$ cat src/rtl/rop_pkg.sv
package rop_pkg;
  typedef enum logic [1:0] {
    CMD_IDLE  = 2'd0,
    CMD_READ  = 2'd1,
    CMD_DESEL = 2'd2,
    CMD_WRITE = 2'd3
  } rop_cmd_e;
endpackage

$ cat src/rtl/rop_cmd_decode.sv
module rop_cmd_decode
  import rop_pkg::*;
(
  input  logic [1:0] cmd,
  output logic       is_read,
  output logic       is_desel,
  output logic       is_write
);
  rop_cmd_e cmd_e;

  always_comb begin
    cmd_e    = rop_cmd_e'(cmd);
    is_read  = (cmd_e == CMD_READ);
    is_desel = (cmd_e == CMD_DESEL);
    is_write = (cmd_e == CMD_WRITE);
  end
endmodule

$ cat src/rtl/rop_data_stage.sv
module rop_data_stage #(
  parameter int DW = 16
) (
  input  logic          clk,
  input  logic          rst_n,
  input  logic          cap_en,
  input  logic [DW-1:0] d,
  output logic [DW-1:0] q
);
  logic [DW-1:0] q_nxt;

  always_comb begin
    q_nxt = q;
    if (cap_en) q_nxt = d;
  end

  always_ff @(posedge clk or negedge rst_n) begin
    if (!rst_n) q <= '0;
    else        q <= q_nxt;
  end
endmodule

$ cat src/rtl/rop_enable_ctrl.sv
module rop_enable_ctrl (
  input  logic clk,
  input  logic rst_n,
  input  logic step_en,
  input  logic is_read,
  input  logic is_desel,
  input  logic is_write,
  input  logic mode_pipe,
  input  logic mode_dual,
  output logic sync_en
);
  logic drv_q;
  logic drv_nxt;
  logic kill_now;

  always_comb begin
    drv_nxt = drv_q;
    if (step_en) begin
      if (is_read)                    drv_nxt = 1'b1;
      else if (is_desel || is_write)  drv_nxt = 1'b0;
    end
  end

  always_ff @(posedge clk or negedge rst_n) begin
    if (!rst_n) drv_q <= 1'b0;
    else        drv_q <= drv_nxt;
  end

  always_comb begin
    if (mode_pipe) begin
      kill_now = is_write || (is_desel && !mode_dual);
      sync_en  = drv_q && !kill_now;
    end else begin
      kill_now = is_write || is_desel;
      sync_en  = is_read || (drv_q && !kill_now);
    end
  end
endmodule

$ cat src/rtl/read_out_pipe.sv
module read_out_pipe #(
  parameter int DW = 16
) (
  input  logic          clk,
  input  logic          rst_n,
  input  logic          mode_pipe,
  input  logic          mode_dual,
  input  logic [1:0]    cmd,
  input  logic [DW-1:0] arr_rdata,
  input  logic          oe_in,
  input  logic          sleep_in,
  output logic [DW-1:0] pad_data,
  output logic          pad_oe
);
  logic          is_read;
  logic          is_desel;
  logic          is_write;
  logic          step_en;
  logic          sync_en;
  logic [DW-1:0] data_q;

  assign step_en = !sleep_in;

  rop_cmd_decode u_dec (
    .cmd      (cmd),
    .is_read  (is_read),
    .is_desel (is_desel),
    .is_write (is_write)
  );

  rop_data_stage #(.DW(DW)) u_data (
    .clk    (clk),
    .rst_n  (rst_n),
    .cap_en (is_read && step_en),
    .d      (arr_rdata),
    .q      (data_q)
  );

  rop_enable_ctrl u_en (
    .clk       (clk),
    .rst_n     (rst_n),
    .step_en   (step_en),
    .is_read   (is_read),
    .is_desel  (is_desel),
    .is_write  (is_write),
    .mode_pipe (mode_pipe),
    .mode_dual (mode_dual),
    .sync_en   (sync_en)
  );

  always_comb begin
    if (!mode_pipe && is_read) pad_data = arr_rdata;
    else                       pad_data = data_q;
    pad_oe = sync_en && oe_in && !sleep_in;
  end
endmodule

$ cat config.mk
export PLATFORM = sky130hd
export DESIGN_NAME = read_out_pipe
export DESIGN_NICKNAME = d
export VERILOG_FILES = /design/src/rtl/rop_pkg.sv /design/src/rtl/rop_cmd_decode.sv /design/src/rtl/rop_data_stage.sv /design/src/rtl/rop_enable_ctrl.sv /design/src/rtl/read_out_pipe.sv
export SDC_FILE = /design/constraint.sdc
export NUM_CORES = 1
export LEC_CHECK = 0
export ABC_AREA = 1
export BUFFER_PORTS_ARGS = -buffer_cell sky130_fd_sc_hd__clkbuf_2
export CAP_MARGIN = 20
export CORE_AREA = 5 5 63 65
export DETAILED_ROUTE_END_ITERATION = 8
export DIE_AREA = 0 0 68 70
export PLACE_DENSITY = 0.53
export SLEW_MARGIN = 40
export SYNTH_ARGS = -nofsm -noshare
export SYNTH_HDL_FRONTEND = slang
export SYNTH_SLANG_ARGS = --single-unit
export TNS_END_PERCENT = 5
$ cat constraint.sdc
create_clock -name clk -period 1.8 [get_ports clk]
set_input_delay 0.09 -clock clk [delete_from_list [all_inputs] [get_ports clk]]
set_output_delay 0.09 -clock clk [all_outputs]
set_load 0.01 [all_outputs]
### After elaboration in Yosys (flattened, before gate mapping)

Cells that the tools add are included.

* reduce and logical (&&, ||, !) cells: 17
* $mul: 0
* shift-type cells: 0
* bitwise logic cells: 1
* $lt $le $gt $ge: 0
* add/subtract/negate cells: 0
* divide/modulo/power cells: 0
* equal/unequal tests: 3
* muxes and demuxes: 4

Operator list (count)
* $mux W16: 1
* $logic_and A1 B1 Y1: 7
* $logic_not A1 Y1: 5
* $eq A2 B2 Y1 const B: 2
* $logic_or A1 B1 Y1: 3
* $mux W1: 3
* $eq A2 B1 Y1 const B: 1
* $reduce_and A2 Y1: 1
* $reduce_bool A2 Y1: 1
* $not A1 Y1: 1

* ROM bits: 0
* word-level logic and storage cells: 27
* latch bits: 0
* memories kept: 0
* bits in writable memories: 0
* flip-flop bits (word level): 17

### Logic depth before layout (Yosys ltp)

* word-level depth: 8
* gate-level depth with buffers: 5
* depth with buffers taken out: 5

### Hierarchy

Synthesis repeated with hierarchy kept, for this count alone.

* cell total of the unflattened synthesis: 148
* area, all modules: 1029.7 µm²

Modules (own cells, without submodules)
* rop_data_stage: cells each 68, area an instance 644.4 µm², instances 1
* read_out_pipe: cells each 59, area an instance 280.3 µm², instances 1
* rop_enable_ctrl: cells each 15, area an instance 82.6 µm², instances 1
* rop_cmd_decode: cells each 6, area an instance 22.5 µm², instances 1

### Least setup slack after synthesis

OpenSTA, ideal clock, no wires.

* kind: input-to-output
* start: input port cmd[1]
* end: output port pad_data[10]
* path slack: 1.075 ns
* path buffers: 1
* cell stages on the path: 4
* data required time: 1.710 ns
* arrival time: 0.635 ns
* path through: inv_2 nand3b_4 buf_2 o21ai_1

* word-level cells in the longest chain between the ends: 3

Ends and longest elaborated chain
* start: declaration: line read_out_pipe.sv:8 `input logic [1:0] cmd,`
* $eq A2 B1 Y1: line rop_cmd_decode.sv:13 `is_read = (cmd_e == CMD_READ);`
* $logic_and A1 B1 Y1: line read_out_pipe.sv:52 `if (!mode_pipe && is_read) pad_data = arr_rdata;`
* $mux W16: line read_out_pipe.sv:52
* end: declaration: line read_out_pipe.sv:12 `output logic [DW-1:0] pad_data,`

Every way passes these cells.

### Worst setup path in the final report

Same ends and word-level chain as after synthesis.

==> impl_metrics.env <==
export IMPL_status="finished clean"
export IMPL_yosysTopAreaCell="dfrtp_1"
export IMPL_cts_tree="built"
export IMPL_die_area_um2=4760
export IMPL_yosys_warnings=0
export IMPL_drc=0
export IMPL_synth_compound_area_share=0.245
export IMPL_gp_congestion=0.648
export IMPL_postCtsSetupRepairBufs=0
export IMPL_synth_xor_area_share=0
export IMPL_crit_required_ns=1.71
export IMPL_ir_worst_vdd_mv=0.305
export IMPL_rsz0062_at_grt="no"
export IMPL_finalMaxSlewViolations=0
export IMPL_syn_inst=115
export IMPL_start_kind="input port"
export IMPL_worstMarginPinSlew_ns=0.416
export IMPL_viasPerCell=4.13
export IMPL_path_class="in2out"
export IMPL_die_h_um=70
export IMPL_maxCapViolCount=0
export IMPL_fin_crit_sh=0.592
export IMPL_synth_fp_nets=139
export IMPL_netlist_area_leader_share=0.446
export IMPL_grt_pass1_wl_um=3340
export IMPL_via_count=830
export IMPL_dp_slack_ns=0.706
export IMPL_clk_latency_ns=0.27
export IMPL_synth_top_family_by_area="compound AO/OA/AOI/OAI gates"
export IMPL_io_pins=41
export IMPL_firstDrtPassIters=4
export IMPL_synth_adder_area_share=0
export IMPL_h_tree_depth=1
export IMPL_period_needed_ns=1.06
export IMPL_finClkSkew_ns=0
export IMPL_end_kind="primary output"
export IMPL_synth_area_per_cell_um2=8.30
export IMPL_drive_gt1_frac=0.426
export IMPL_antenna_found_initial=0
export IMPL_fp_coreArea_um2=3280
export IMPL_portBuffers=40
export IMPL_setup_slack_ns=0.735
export IMPL_area_growth_pct=26.5
export IMPL_cts_resized_gates=0
export IMPL_hold_violations=0
export IMPL_fillCellCount=361
export IMPL_die_w_um=68
export IMPL_num_rows=21
export IMPL_grt_pass1_vias=819
export IMPL_first_iter_violations=35
export IMPL_yosys_area_share_simple=0.183
export IMPL_layout_nets=180
export IMPL_dp_hpwl_um=1550
export IMPL_synth_area_leaders="dfrtp_1 45%, o21ai_2 15%, nand2_1 13%"
export IMPL_power_density_nw_per_um2=797
export IMPL_grt_overflow=0
export IMPL_wire_per_inst_um=9.86
export IMPL_setup_viol=0
export IMPL_clkTransAtPathRegs_ns=0.10
export IMPL_holdWs_ns=0.0387
export IMPL_ys_types=14
export IMPL_track_usage=0.0878
export IMPL_drt_total_wl_um=1980
export IMPL_cts_sinks=17
export IMPL_ys_seq_area_frac=0.446
export IMPL_arrival_ns=0.97
export IMPL_ctsLongestPathBuffers=2
export IMPL_start_util=0.291
export IMPL_antenna_cells=0
export IMPL_p_leak_nw=0.687
export IMPL_min_path_type="in2reg"
export IMPL_grt_max_degree=34
export IMPL_synthMuxAreaShare=0
export IMPL_slew_headroom=0.722
export IMPL_syn_area_um2=955
export IMPL_cts_root_buf="clkbuf_4"
export IMPL_synth_seq_cells=17
export IMPL_path_max_fanout=33
export IMPL_ant_nets=0
export IMPL_tns_ns=0
export IMPL_max_freq_mhz=939
export IMPL_postCtsHoldBufs=1
export IMPL_cts_made_buffers=3
## final timing paths
path / startpoint / cells after the start / slack, ns / endpoint
max: cmd[1] / 5 / 0.74 / pad_data[10]
min: arr_rdata[8] / 3 / 0.04 / u_data.q[8]
max reg2reg: u_en.drv_q / 2 / 1.15 / u_en.drv_q
min reg2reg: u_data.q[3] / 2 / 0.49 / u_data.q[3]
max in group asynchronous: rst_n / 2 / 1.24 / u_data.q[2]
min in group asynchronous: rst_n / 2 / 0.26 / u_data.q[14]
## area by class of cell
class,count,area (um^2),share of cell area
clock buffer,4,26.3,0.0218
inverter,19,71.3,0.0591
multi-input combinational,73,409,0.339
sequential,17,425,0.352
tap,46,57.6,0.0477
timing repair buffer,42,218,0.180
## where the power goes
part,leakage [nW],switching [mW],total (mW),internal (mW)
logic,0.460,0.163,0.295,0.132
clock network,0.0150,0.109,0.195,0.0859
registers,0.212,0.0317,0.473,0.441
total,0.687,0.304,0.963,0.659
## layout by cell type, fill, tap and decap left out, types with 2 or more instances in the layout
master    netlist  layout
clkbuf_4        0       3
nand2_2         2       2
clkbuf_2        0      40
o21ai_1        16      16
dfrtp_1        17      17
nand2_1        34      34
o21ai_2        16      16
inv_1          18      18
## cell families (layout without fill, tap and decap cells)
kind of cell    count (synthesis)  after routing
simple gates                   39             39
flops                          17             17
compound gates                 34             34
buf+inv                        25             65
## per-stage QoR
step	instances	power (mW)	utilization	area, um^2
finish	201	0.963	0.368	1210
global route	201	1.04	0.368	1210
global placement	196	0.774	0.357	1170
floorplan	115	0.670	-	955
CTS	201	0.981	0.368	1210
detailed placement	196	0.782	0.357	1170
## sequential cells by signal (all words and copies together), names as in the netlist
name / cells
u_data.q: 16
u_en.drv_q: 1
## critical path, stage by stage
cell and delay, ns:
clkbuf_2 0.09, inv_2 0.09, nand3b_4 0.30, o21ai_1 0.24, clkbuf_2 0.16
## cells in the mapped netlist
cell and number:
o21ai_1 16, nand3_2 1, nand3b_4 1, a21oi_2 1, o21ai_2 16, dfrtp_1 17
nand3_1 1, inv_1 18, nand2_1 34, buf_2 3, buf_6 3, o21ai_0 1
nand2_2 2, inv_2 1
## layer usage
metal	up-vias	track usage	wire, um
met5	-	0	0
met4	0	0.0464	35
met3	2	0.0176	168
met2	27	0.141	865
met1	362	0.107	913
li1	439	-	-
Note: power is estimated with default switching activity, not from simulation.
